$ cat config.mk
export PLATFORM = sky130hd
export DESIGN_NAME = twl_warp_sched
export DESIGN_NICKNAME = d
export VERILOG_FILES = /design/src/rtl/twl_pkg.sv /design/src/rtl/twl_rr_pick.sv /design/src/rtl/twl_pend_fifo.sv /design/src/rtl/twl_warp_sched.sv
export SDC_FILE = /design/constraint.sdc
export NUM_CORES = 1
export LEC_CHECK = 0
export ABC_AREA = 1
export BUFFER_PORTS_ARGS = -buffer_cell sky130_fd_sc_hd__buf_4
export CAP_MARGIN = 10
export CELL_PAD_IN_SITES_DETAIL_PLACEMENT = 1
export CELL_PAD_IN_SITES_GLOBAL_PLACEMENT = 2
export CORE_ASPECT_RATIO = 1.2
export CORE_MARGIN = 2
export CORE_UTILIZATION = 37
export CTS_CLUSTER_SIZE = 28
export DETAILED_ROUTE_END_ITERATION = 6
export PLACE_DENSITY_LB_ADDON = 0.05
export SLEW_MARGIN = 10
export SYNTH_ARGS = -nofsm -noshare
export SYNTH_HDL_FRONTEND = slang
export SYNTH_HIERARCHICAL = 1
export SYNTH_SLANG_ARGS = --single-unit
$ cat constraint.sdc
create_clock -name clk -period 5.1 [get_ports clk]
set_input_delay 0.255 -clock clk [delete_from_list [all_inputs] [get_ports clk]]
set_output_delay 0.255 -clock clk [all_outputs]
set_load 0.005 [all_outputs]
$ cat src/rtl/twl_pkg.sv
`timescale 1ns/1ps
package twl_pkg;
  localparam int unsigned WARPS_DEFAULT = 32;
  localparam int unsigned SLOTS_DEFAULT = 8;

  // next index on a ring of the given size
  function automatic int unsigned ring_next(input int unsigned idx, input int unsigned size);
    return (idx + 1 == size) ? 0 : idx + 1;
  endfunction
endpackage

$ cat src/rtl/twl_rr_pick.sv
`timescale 1ns/1ps
module twl_rr_pick #(
  parameter int unsigned N = 8,
  localparam int unsigned IW = $clog2(N)
) (
  input  logic          clk,
  input  logic          rst,
  input  logic [N-1:0]  req,
  input  logic [IW-1:0] last,
  output logic          found,
  output logic [IW-1:0] idx
);
  // scan from farthest to nearest so the nearest request after 'last' wins
  always_comb begin
    found = 1'b0;
    idx   = '0;
    for (int k = N; k >= 1; k--) begin
      int unsigned s;
      s = (int'(last) + k) % N;
      if (req[s]) begin
        found = 1'b1;
        idx   = IW'(s);
      end
    end
  end

  p_pick_is_requested_r3: assert property (@(posedge clk) disable iff (rst)
    found |-> req[idx]);
  p_any_req_found_r3: assert property (@(posedge clk) disable iff (rst)
    (|req) |-> found);
endmodule

$ cat src/rtl/twl_pend_fifo.sv
`timescale 1ns/1ps
module twl_pend_fifo #(
  parameter int unsigned NUM_WARPS  = 32,
  parameter int unsigned FRESH_BASE = 8,
  localparam int unsigned WW = $clog2(NUM_WARPS),
  localparam int unsigned CW = $clog2(NUM_WARPS + 1)
) (
  input  logic          clk,
  input  logic          rst,
  input  logic          push,
  input  logic [WW-1:0] push_warp,
  input  logic          pop,
  output logic          nonempty,
  output logic [WW-1:0] head_warp
);
  logic [WW-1:0] mem [NUM_WARPS];
  logic [WW-1:0] wr_ptr, rd_ptr;
  logic [CW-1:0] stored;
  logic [CW-1:0] fresh_next;
  logic          fresh_left;
  logic          pop_mem;

  // warps never activated since reset are eligible before any completed warp
  assign fresh_left = (fresh_next != CW'(NUM_WARPS));
  assign pop_mem    = pop && !fresh_left;
  assign nonempty   = fresh_left || (stored != '0);
  assign head_warp  = fresh_left ? fresh_next[WW-1:0] : mem[rd_ptr];

  // storage without reset so it maps onto RAM
  always_ff @(posedge clk) begin
    if (push) mem[wr_ptr] <= push_warp;
  end

  always_ff @(posedge clk) begin
    if (rst) begin
      wr_ptr     <= '0;
      rd_ptr     <= '0;
      stored     <= '0;
      fresh_next <= CW'(FRESH_BASE);
    end else begin
      if (push)
        wr_ptr <= WW'(twl_pkg::ring_next(int'(wr_ptr), NUM_WARPS));
      if (pop_mem)
        rd_ptr <= WW'(twl_pkg::ring_next(int'(rd_ptr), NUM_WARPS));
      if (pop && fresh_left)
        fresh_next <= fresh_next + 1'b1;
      case ({push, pop_mem})
        2'b10:   stored <= stored + 1'b1;
        2'b01:   stored <= stored - 1'b1;
        default: stored <= stored;
      endcase
    end
  end

  p_no_underflow_r9: assert property (@(posedge clk) disable iff (rst)
    pop |-> nonempty);
  p_no_overflow_r8: assert property (@(posedge clk) disable iff (rst)
    (push && !pop_mem) |-> (stored != CW'(NUM_WARPS)));
endmodule

$ cat src/rtl/twl_warp_sched.sv
`timescale 1ns/1ps
module twl_warp_sched #(
  parameter int unsigned NUM_WARPS    = twl_pkg::WARPS_DEFAULT,
  parameter int unsigned ACTIVE_SLOTS = twl_pkg::SLOTS_DEFAULT,
  localparam int unsigned WW = $clog2(NUM_WARPS),
  localparam int unsigned SW = $clog2(ACTIVE_SLOTS)
) (
  input  logic                 clk,
  input  logic                 rst,
  input  logic [NUM_WARPS-1:0] warp_ready,
  input  logic [NUM_WARPS-1:0] warp_long,
  input  logic                 issue_stall,
  input  logic                 done_valid,
  input  logic [WW-1:0]        done_warp,
  output logic                 issue_valid,
  output logic [WW-1:0]        issue_warp,
  output logic                 demote_valid,
  output logic [WW-1:0]        demote_warp,
  output logic                 promote_valid,
  output logic [WW-1:0]        promote_warp
);
  logic [ACTIVE_SLOTS-1:0] slot_v;
  logic [WW-1:0]           slot_w [ACTIVE_SLOTS];
  logic [SW-1:0]           last_q;

  logic [ACTIVE_SLOTS-1:0] slot_req;
  logic                    pick_found;
  logic [SW-1:0]           pick_idx;
  logic [WW-1:0]           pick_warp;
  logic                    pick_long;
  logic                    free_found;
  logic [SW-1:0]           free_idx;
  logic                    q_nonempty;
  logic [WW-1:0]           q_head;
  logic                    do_promote;

  // a slot requests issue when it holds a ready warp and issue is not stalled
  always_comb begin
    for (int s = 0; s < ACTIVE_SLOTS; s++)
      slot_req[s] = slot_v[s] && warp_ready[slot_w[s]] && !issue_stall;
  end

  twl_rr_pick #(.N(ACTIVE_SLOTS)) u_pick (
    .clk   (clk),
    .rst   (rst),
    .req   (slot_req),
    .last  (last_q),
    .found (pick_found),
    .idx   (pick_idx)
  );

  assign pick_warp = slot_w[pick_idx];
  assign pick_long = pick_found && warp_long[pick_warp];

  // lowest-numbered empty slot
  always_comb begin
    free_found = 1'b0;
    free_idx   = '0;
    for (int s = ACTIVE_SLOTS - 1; s >= 0; s--) begin
      if (!slot_v[s]) begin
        free_found = 1'b1;
        free_idx   = SW'(s);
      end
    end
  end

  assign do_promote = free_found && q_nonempty;

  twl_pend_fifo #(.NUM_WARPS(NUM_WARPS), .FRESH_BASE(ACTIVE_SLOTS)) u_pend (
    .clk       (clk),
    .rst       (rst),
    .push      (done_valid),
    .push_warp (done_warp),
    .pop       (do_promote),
    .nonempty  (q_nonempty),
    .head_warp (q_head)
  );

  always_ff @(posedge clk) begin
    if (rst) begin
      slot_v        <= '1;
      last_q        <= SW'(ACTIVE_SLOTS - 1);
      issue_valid   <= 1'b0;
      issue_warp    <= '0;
      demote_valid  <= 1'b0;
      demote_warp   <= '0;
      promote_valid <= 1'b0;
      promote_warp  <= '0;
      for (int s = 0; s < ACTIVE_SLOTS; s++)
        slot_w[s] <= WW'(s);
    end else begin
      issue_valid   <= pick_found;
      demote_valid  <= pick_long;
      promote_valid <= do_promote;
      if (pick_found) begin
        issue_warp <= pick_warp;
        last_q     <= pick_idx;
      end
      if (pick_long) begin
        demote_warp      <= pick_warp;
        slot_v[pick_idx] <= 1'b0;
      end
      if (do_promote) begin
        promote_warp     <= q_head;
        slot_v[free_idx] <= 1'b1;
        slot_w[free_idx] <= q_head;
      end
    end
  end

  p_demote_flush_r6: assert property (@(posedge clk) disable iff (rst)
    demote_valid |-> (issue_valid && demote_warp == issue_warp));
  p_stall_quiet_r4: assert property (@(posedge clk) disable iff (rst)
    issue_stall |=> (!issue_valid && !demote_valid));
  p_promote_next_r7: assert property (@(posedge clk) disable iff (rst)
    do_promote |=> (promote_valid && promote_warp == $past(q_head)));
  p_promote_not_issuer_r2: assert property (@(posedge clk) disable iff (rst)
    (promote_valid && issue_valid) |-> (promote_warp != issue_warp));
endmodule

==> flow_summary.yaml, run 1 <==
run_status:
  status: "finished clean"
synthesis:
  synth_nets: 1904
  ys_seq_elements: 256
  synth_xor_area_share_pct: 0.764
  syn_avg_cell_area_um2: 8.02
  netlist_area_um2: 14600
  synth-adder-area-share_pct: 1.12
  ys.flop_type: "edfxtp_1"
  async_reset_ff_share_pct: 0
  syn-instance-count: 1818
  yosys.area_share.simple_pct: 29.2
  synthMuxAreaShare_pct: 0
  seq_area_frac_synth_pct: 48.9
  synth.distinct_cells: 51
  ys_warn_count: 6
  synth_top_family_by_area: "simple AND/OR/NAND/NOR gates"
  synth_edf_count: 200
  synth_compound_area_share_pct: 12.3
critical_path:
  critPathRequiredTime_ps: 5590
  start_kind: "flop"
  slowest_delay_ps: 530
  path_max_fanout: 11
  crit_path_end_kind: "flop"
  critPathKind: "flop to flop"
  cp.arrival_ps: 5120
  cpMostUsedCell: "nand2_1"
  slowest_stage: "edfxtp_1"
floorplan:
  initial_utilization_pct: 37.5
  num_rows: 79
  core_area_um2: 38800
  dieArea_um2: 41000
  boundaryPins: 91
  die_h_um: 221
  die_w_um: 185
power_and_ir_drop:
  power_density_nw_per_um2: 777
  total_power_mw: 13.0
  p_leak_nw: 6.76
  ir_drop_mv: 0.700
job:
  cap_violations: 0
placed_design:
  post_dp_cell_area_um2: 15600
  port_buffers: 90
  pre_cts_ws_ps: 273
  dp_hpwl_mm: 37.8
  placedCellCount: 2371
  gp_routability_congestion: 0.920
global_routing:
  grt_max_degree: 81
  grt_antenna_before_repair: 0
  grt_usage_pct: 25.8
  grt_pass1_wl_mm: 80.0
  grt.overflow.total: 0
  grt_pass1_vias: 13500
sta:
  setup_tns_ps: 0
  skew_ps: 24.4
  finalHoldViolCount: 0
  max-slew-margin-rel_pct: 40.3
  grt_setup_unrepaired: "false"
  finalMaxSlewViolations: 0
  worst_slack_ps: 463
  worst_hold_slack_ps: 27.5
  setup_viol: 0
  fmax_mhz: 216
  timing.final.crit_period_ps: 4640
  fin_crit_sh_pct: 90.9
  worstMarginPinSlew_ps: 896
clock_network:
  clock-sinks: 256
  htree_levels: 1
  cts.hold.buffers_added: 0
  cts_made_buffers: 26
  clockBufferDepth: 3
  cts_tree: "built"
  worstSkewPairLatency_ps: 550
  path_clk_slew_ps: 70
  cts_root_buffer: "clkbuf_16"
routing:
  drc: 0
  vias: 13300
  drtIter0Drc: 670
  vias_per_cell: 5.48
  antenna_left: 0
  drt_first_pass_iters: 4
  wirelength_mm: 53.6
  wire_per_inst_um: 22.0
finish:
  drive_gt1_share_pct: 12.7
  syn_to_final_growth_pct: 14.5
  layout.nets: 1972
  final_core_util_pct: 43.0
  fin_area_um2: 16700
  finalNonFillerCells: 2432
  diodes: 0
worst_hold_path:
  min_path_type: "input port to flop"
## flip-flops by register name (all words and copies together), names as in the netlist, named ones only
register and flops:
demote_valid 1, demote_warp 5, issue_valid 1, issue_warp 5
last_q 3, promote_valid 1, promote_warp 5, slot_v 8
slot_w 40, u_pend/fresh_next 6, u_pend/mem 160, u_pend/rd_ptr 5
u_pend/stored 6, u_pend/wr_ptr 5
## worst max-delay path: cells and delay by family (launching register included)
| family | cells | cell delay [ps] |
|---|---|---|
| flops | 1 | 530 |
| buf+inv | 4 | 520 |
| simple gates | 24 | 2450 |
| compound gates | 5 | 1050 |
## synthesized netlist by cell type, types with 5 or more instances
master,count,area share [%]
a21oi_1,55,1.9
a31oi_1,11,0.47
buf_2,26,0.89
buf_4,12,0.62
buf_6,10,0.77
clkbuf_1,30,0.77
clkbuf_2,9,0.31
clkinv_1,7,0.18
dfxtp_1,56,7.7
edfxtp_1,200,41
ha_1,13,1.1
inv_1,136,3.5
inv_2,18,0.46
nand2_1,427,11
nand2_2,8,0.34
nand3_1,250,8.6
nand3_2,13,0.89
nand3b_1,10,0.52
nand4_1,5,0.21
nor2_1,237,6.1
nor2_2,5,0.21
o21ai_0,169,5.8
o221ai_1,48,2.9
o22ai_1,15,0.64
xor2_1,5,0.30
## cell families after synthesis
kind of cell,Yosys count
AOI/OAI and AO/OA,310
xor gates and xnor gates,11
adders and majority gates,13
buffers and inverters,254
DFF,256
and+or+nand+nor,974
## cell type report
type | count | area (µm²)
Multi-Input combinational cell | 1308 | 6350
Tap cell | 526 | 658
Timing Repair Buffer | 131 | 996
Inverter | 163 | 638
Clock inverter | 13 | 203
Sequential cell | 256 | 7130
Clock buffer | 35 | 726
Fill cell | 4678 | 22200
## path summary, 6_finish.rpt
path                            cells past startpoint                             to  slack [ps]                           from
worst max-delay path                               33    demote_warp[1]$_SDFFE_PP0N_         460     slot_w[3][1]$_SDFFCE_PN1P_
worst min register to register                      1  u_pend/rd_ptr[4]$_SDFFE_PP0N_         460  u_pend/rd_ptr[4]$_SDFFE_PP0N_
worst max register to register                     33    demote_warp[1]$_SDFFE_PP0N_         460     slot_w[3][1]$_SDFFCE_PN1P_
worst min-delay path                                3  u_pend/wr_ptr[0]$_SDFFE_PP0P_          30                     done_valid
## layer usage
| layer | global-route usage (%) | share of wire, % | wire length, µm | vias to the layer above |
|---|---|---|---|---|
| met2 | 47.8 | 52 | 28000 | 309 |
| met3 | 2.63 | 3.5 | 1900 | 137 |
| li1 | - | - | - | 6331 |
| met1 | 28.9 | 39 | 20800 | 6558 |
| met4 | 13.2 | 5.3 | 2860 | 0 |
| met5 | 0 | 0 | 0 | - |
## what timing repair did
| action | 4_1_cts | 5_1_grt |
|---|---|---|
| setup buffers | 0 | 13 |
| resized for setup | 0 | 13 |
| setup endpoints to repair | 0 | 14 |
## cell usage in the layout, fill, tap and decap left out, types with 9 or more instances in the layout
cell type / synthesis / layout
buf_4: 12 / 130
clkbuf_16: 0 / 27
a21oi_1: 55 / 54
inv_1: 136 / 131
edfxtp_1: 200 / 200
nand3_1: 250 / 250
a31oi_1: 11 / 9
o221ai_1: 48 / 48
nand3_2: 13 / 13
o22ai_1: 15 / 15
inv_2: 18 / 17
ha_1: 13 / 13
nand3b_1: 10 / 10
nand2_1: 427 / 427
dfxtp_1: 56 / 55
o21ai_0: 169 / 169
nor2_1: 237 / 236
## where the power goes
part / internal, mW / switching [mW] / total (mW)
logic: 2.84 / 5.35 / 8.18
clock network: 1.26 / 0.817 / 2.07
registers: 2.50 / 0.221 / 2.72
total: 6.59 / 6.39 / 13.0
Power figures use the tool's default switching activity.
==> run 2, diff against run 1 <==
==> constraint.sdc (replaced) <==
create_clock -name clk -period 5.1 [get_ports clk]
set_input_delay 1.275 -clock clk [delete_from_list [all_inputs] [get_ports clk]]
set_output_delay 1.275 -clock clk [all_outputs]
set_load 0.005 [all_outputs]
==> run 2 against run 1 <==
Compared with the run above:
- sequential share of layout area down 1.5 points
- register-to-register slack lost 80 ps
- routed wire length fell by 0.51%
- combinational power rose by 15%
- worst setup slack worse by 120 ps
- non-clock buffer count is 68 higher
- critical endpoint is now demote_warp[0]$_SDFFE_PP0N_
- largest power group unchanged
==> flow_summary.yaml, run 2 (same netlist as run 1, synthesis figures left out) <==
critical_path:
  critPathRequiredTime_ps: 5530
  cp.arrival_ps: 5190
  path_max_fanout: 17
  crit_path_end_kind: "flop"
  slowest_stage: "o221ai_1"
  r2r_start: "slot_w[6][0]$_SDFFCE_PN0P_"
  ff2ff_path_depth: 34
  slowest_delay_ps: 250
  r2r_end: "demote_warp[0]$_SDFFE_PP0N_"
  critPathKind: "input port to flop"
  r2r_setup_slack_ps: 380
  cp.buffers_inverters: 5
  start_kind: "input port"
  cpLargestDelayFamily: "simple AND/OR/NAND/NOR gates"
routing:
  vias: 13500
  wire_per_inst_um: 21.3
  drt_first_pass_iters: 4
  drc: 0
  wirelength_mm: 53.3
  vias_per_cell: 5.42
  drtIter0Drc: 762
  antenna_left: 0
placed_design:
  dp_hpwl_mm: 39.1
  pre_cts_ws_ps: -351
  gp_routability_congestion: 0.930
  post_dp_cell_area_um2: 16400
  port_buffers: 90
floorplan:
  die_w_um: 185
  dieArea_um2: 41000
  boundaryPins: 91
  die_h_um: 221
  initial_utilization_pct: 37.5
  num_rows: 79
  core_area_um2: 38800
sta:
  skew_ps: 10.0
  worst_hold_slack_ps: 499
  worstMarginPinSlew_ps: 862
  finalMaxSlewViolations: 0
  grt_setup_unrepaired: "false"
  worst_slack_ps: 338
  timing.final.crit_period_ps: 4760
  max-slew-margin-rel_pct: 42.5
  setup_viol: 0
  finalHoldViolCount: 0
  fin_crit_sh_pct: 93.4
  fmax_mhz: 210
clock_network:
  cts_tree: "built"
  clock-sinks: 256
  clockBufferDepth: 3
  htree_levels: 1
  cts_made_buffers: 26
  cts_root_buffer: "clkbuf_16"
  cts.hold.buffers_added: 0
  path_clk_slew_ps: 60
  worstSkewPairLatency_ps: 540
finish:
  largest_register_ffs: 160
  final_common_cell: "nand2_1"
  final_cell_mix: "425 x nand2_1, 248 x nand3_1, 237 x nor2_1"
  diodes: 0
  final.fill_count: 4689
  fin_area_um2: 17300
  layout.nets: 2040
  drive_gt1_share_pct: 15.5
  reg_top3: "u_pend/mem (160), slot_w (40), slot_v (8)"
  largest_register: "u_pend/mem"
  syn_to_final_growth_pct: 18.7
worst_hold_path:
  min_from: "u_pend/rd_ptr[4]$_SDFFE_PP0N_"
  whs_path_depth: 1
  min_path_type: "flop to flop"
power_and_ir_drop:
  ir_drop_mv: 0.793
  p_leak_nw: 7.14
  total_power_mw: 14.0
  power_density_nw_per_um2: 812
run_status:
  status: "finished clean"
global_routing:
  grt_antenna_before_repair: 0
  grt_usage_pct: 26.0
  grt_max_degree: 81
  grt.overflow.total: 0
  grt_pass1_vias: 14100
  grt_pass1_wl_mm: 81.9
job:
  cap_violations: 0
==> run 2: where the power goes <==
part / internal, mW / switching [mW] / leakage (nW)
registers: 2.50 / 0.239 / 2.28
clock network: 1.11 / 0.803 / 0.416
logic: 3.77 / 5.62 / 4.44
==> run 2: area by class of cell <==
class	count	area, µm²	share of cell area, %
timing repair buffer	199	1660	9.57
sequential	256	7130	41.2
inverter	163	632	3.65
multi-input combinational	1308	6360	36.8
clock buffer	36	729	4.22
clock inverter	12	129	0.745
tap	526	658	3.80
==> run 2: worst reg2reg max path, delay by kind of cell (launching register included) <==
| family | cells | cell delay [ps] |
|---|---|---|
| simple gates | 21 | 1780 |
| buf+inv | 7 | 1150 |
| compound gates | 6 | 970 |
| flops | 1 | 700 |
==> run 2: worst max path at each step <==
| stage | from | end | slack [ps] | cells past startpoint |
|---|---|---|---|---|
| after floorplan | warp_ready[3] | demote_warp[0]$_SDFFE_PP0N_ | 480 | 32 |
| after global placement | warp_ready[23] | demote_warp[1]$_SDFFE_PP0N_ | -340 | 34 |
| after detailed placement | warp_ready[23] | demote_warp[0]$_SDFFE_PP0N_ | -350 | 35 |
| after CTS | warp_ready[23] | slot_v[3]$_SDFF_PP1_ | 190 | 34 |
| after global routing | warp_ready[25] | demote_warp[0]$_SDFFE_PP0N_ | 2 | 36 |
| final | warp_ready[23] | demote_warp[0]$_SDFFE_PP0N_ | 340 | 33 |
==> run 2: metal layers <==
layer / GRT usage [%] / up-vias / wire (µm)
met5: 0 / - / 0
met2: 48.0 / 298 / 27800
met3: 2.37 / 103 / 1930
met4: 11.4 / 0 / 2450
met1: 30.3 / 6666 / 21200
li1: - / 6475 / -
==> run 2: through the flow <==
stage | util (%) | TNS (ps) | cells
global route | 44.5 | 0 | 2500
detailed placement | 42.1 | -4550 | 2449
global placement | 42.1 | -4030 | 2449
CTS | 44.3 | 0 | 2497
finish | 44.5 | 0 | 2500
floorplan | - | 0 | 1818
==> run 2: repair_timing <==
item / in CTS / in global routing
buffers inserted: 0 / 3
resized for setup: 0 / 18
endpoints found under the hold margin: 0 / 0
endpoints found under the setup margin: 0 / 14
==> run 3, diff against run 2 <==
Settings changed: CAP_MARGIN 10 to 15, CORE_UTILIZATION 37 to 33.
Clock period 5.1 ns to 4.2 ns, I/O delays scaled along.
==> run 3 against run 2 <==
Compared with the run above:
- the run now ends with setup timing left
- worst setup slack got worse by 650 ps
- critical path depth rose by 2
- worst hold slack got worse by 33 ps
- utilization barely moved
- critical endpoint is now demote_warp[3]$_SDFFE_PP0N_
==> flow_summary.yaml, run 3 (same netlist as run 1, synthesis figures left out) <==
sta:
  max-slew-margin-rel_pct: 43.7
  finalMaxSlewViolations: 0
  grt_setup_unrepaired: "true"
  worst_slack_ps: -311
  fmax_mhz: 222
  fin_crit_sh_pct: 107
  worstMarginPinSlew_ps: 844
  worst_hold_slack_ps: 466
  finalHoldViolCount: 0
  setup_viol: 14
  setup_tns_ps: -3820
  skew_ps: 34.4
  timing.final.crit_period_ps: 4510
critical_path:
  slowest_stage: "a31oi_4"
  crit_path_end_kind: "flop"
  path_max_fanout: 8
  cpMostUsedCell: "nand3_2"
  cp.arrival_ps: 4950
  critPathRequiredTime_ps: 4640
  start_kind: "input port"
  critPathKind: "input port to flop"
  slowest_delay_ps: 240
finish:
  final_common_cell: "nand2_1"
  largest_register_ffs: 160
  diodes: 0
  final_cell_mix: "383 x nand2_1, 294 x buf_4, 230 x nor2_1"
  largest_register: "u_pend/mem"
  syn_to_final_growth_pct: 33.5
  layout.nets: 2188
  reg_top3: "u_pend/mem (160), slot_w (40), slot_v (8)"
  drive_gt1_share_pct: 28.0
clock_network:
  worstSkewPairLatency_ps: 570
  htree_levels: 1
  cts_tree: "built"
  path_clk_slew_ps: 60
  clockBufferDepth: 3
  clock-sinks: 256
  cts.hold.buffers_added: 0
  cts_root_buffer: "clkbuf_16"
  cts_made_buffers: 28
routing:
  antenna_left: 0
  wirelength_mm: 58.2
  vias: 14200
  drt_first_pass_iters: 5
  wire_per_inst_um: 21.7
  drc: 0
  drtIter0Drc: 753
  vias_per_cell: 5.28
floorplan:
  die_w_um: 196
  die_h_um: 234
  num_rows: 84
  boundaryPins: 91
  core_area_um2: 43700
  dieArea_um2: 45900
  initial_utilization_pct: 33.3
global_routing:
  grt_max_degree: 81
  grt_usage_pct: 25.1
  grt.overflow.total: 0
  grt_pass1_vias: 15000
  grt_antenna_before_repair: 0
  grt_pass1_wl_mm: 87.3
placed_design:
  pre_cts_ws_ps: -1010
  dp_hpwl_mm: 42.4
  port_buffers: 90
  gp_routability_congestion: 0.901
job:
  cap_violations: 0
run_status:
  violations: "setup timing"
  status: "complete, but fails checks"
worst_hold_path:
  min_path_type: "flop to flop"
-- run 3: path summary, 6_finish.rpt --
| path | start | end | cells after the start | slack [ps] |
|---|---|---|---|---|
| max | warp_ready[30] | demote_warp[3]$_SDFFE_PP0N_ | 35 | -310 |
| max reg2reg | slot_w[6][0]$_SDFFCE_PN0P_ | demote_warp[3]$_SDFFE_PP0N_ | 33 | -270 |
| min reg2reg | u_pend/rd_ptr[4]$_SDFFE_PP0N_ | u_pend/rd_ptr[4]$_SDFFE_PP0N_ | 1 | 470 |
| min | u_pend/rd_ptr[4]$_SDFFE_PP0N_ | u_pend/rd_ptr[4]$_SDFFE_PP0N_ | 1 | 470 |
-- run 3: timing repair --
action	in CTS	in global routing
resized for setup	150	122
setup endpoints to repair	14	17
pin swaps	44	84
gates cloned	7	0
setup buffers	30	17
-- run 3: critical path, delay by kind of cell --
family / cells / cell delay, ps
and+or+nand+nor: 23 / 2240
buffers and inverters: 7 / 910
AOI/OAI and AO/OA: 5 / 700
-- run 3: layout make-up --
cell class / count / area (µm²)
fill: 5180 / 24300
multi-input combinational: 1311 / 7220
sequential: 256 / 7130
timing repair buffer: 341 / 2870
clock buffer: 30 / 708
tap: 559 / 699
inverter: 163 / 664
clock inverter: 21 / 163
timing repair inverter: 1 / 7.51
-- run 3: layer usage --
layer / routed length (µm) / up-vias / track usage [%]
li1: - / 6775 / -
met3: 1980 / 137 / 2.62
met1: 22300 / 6952 / 27.5
met5: 0 / - / 0
met4: 3290 / 0 / 13.0
met2: 30700 / 301 / 47.7
-- run 3: through the flow --
step,std cells,util (%),cell area (µm²)
after floorplan,1818,-,14700
after global placement,2578,39.1,17100
after detailed placement,2578,39.1,17100
after CTS,2666,43.2,18900
after global routing,2682,44.5,19500
final,2682,44.5,19500
Power of run 3 is not shown: default switching activity piles up to over one toggle a cycle in this logic, so the estimate is an artifact.
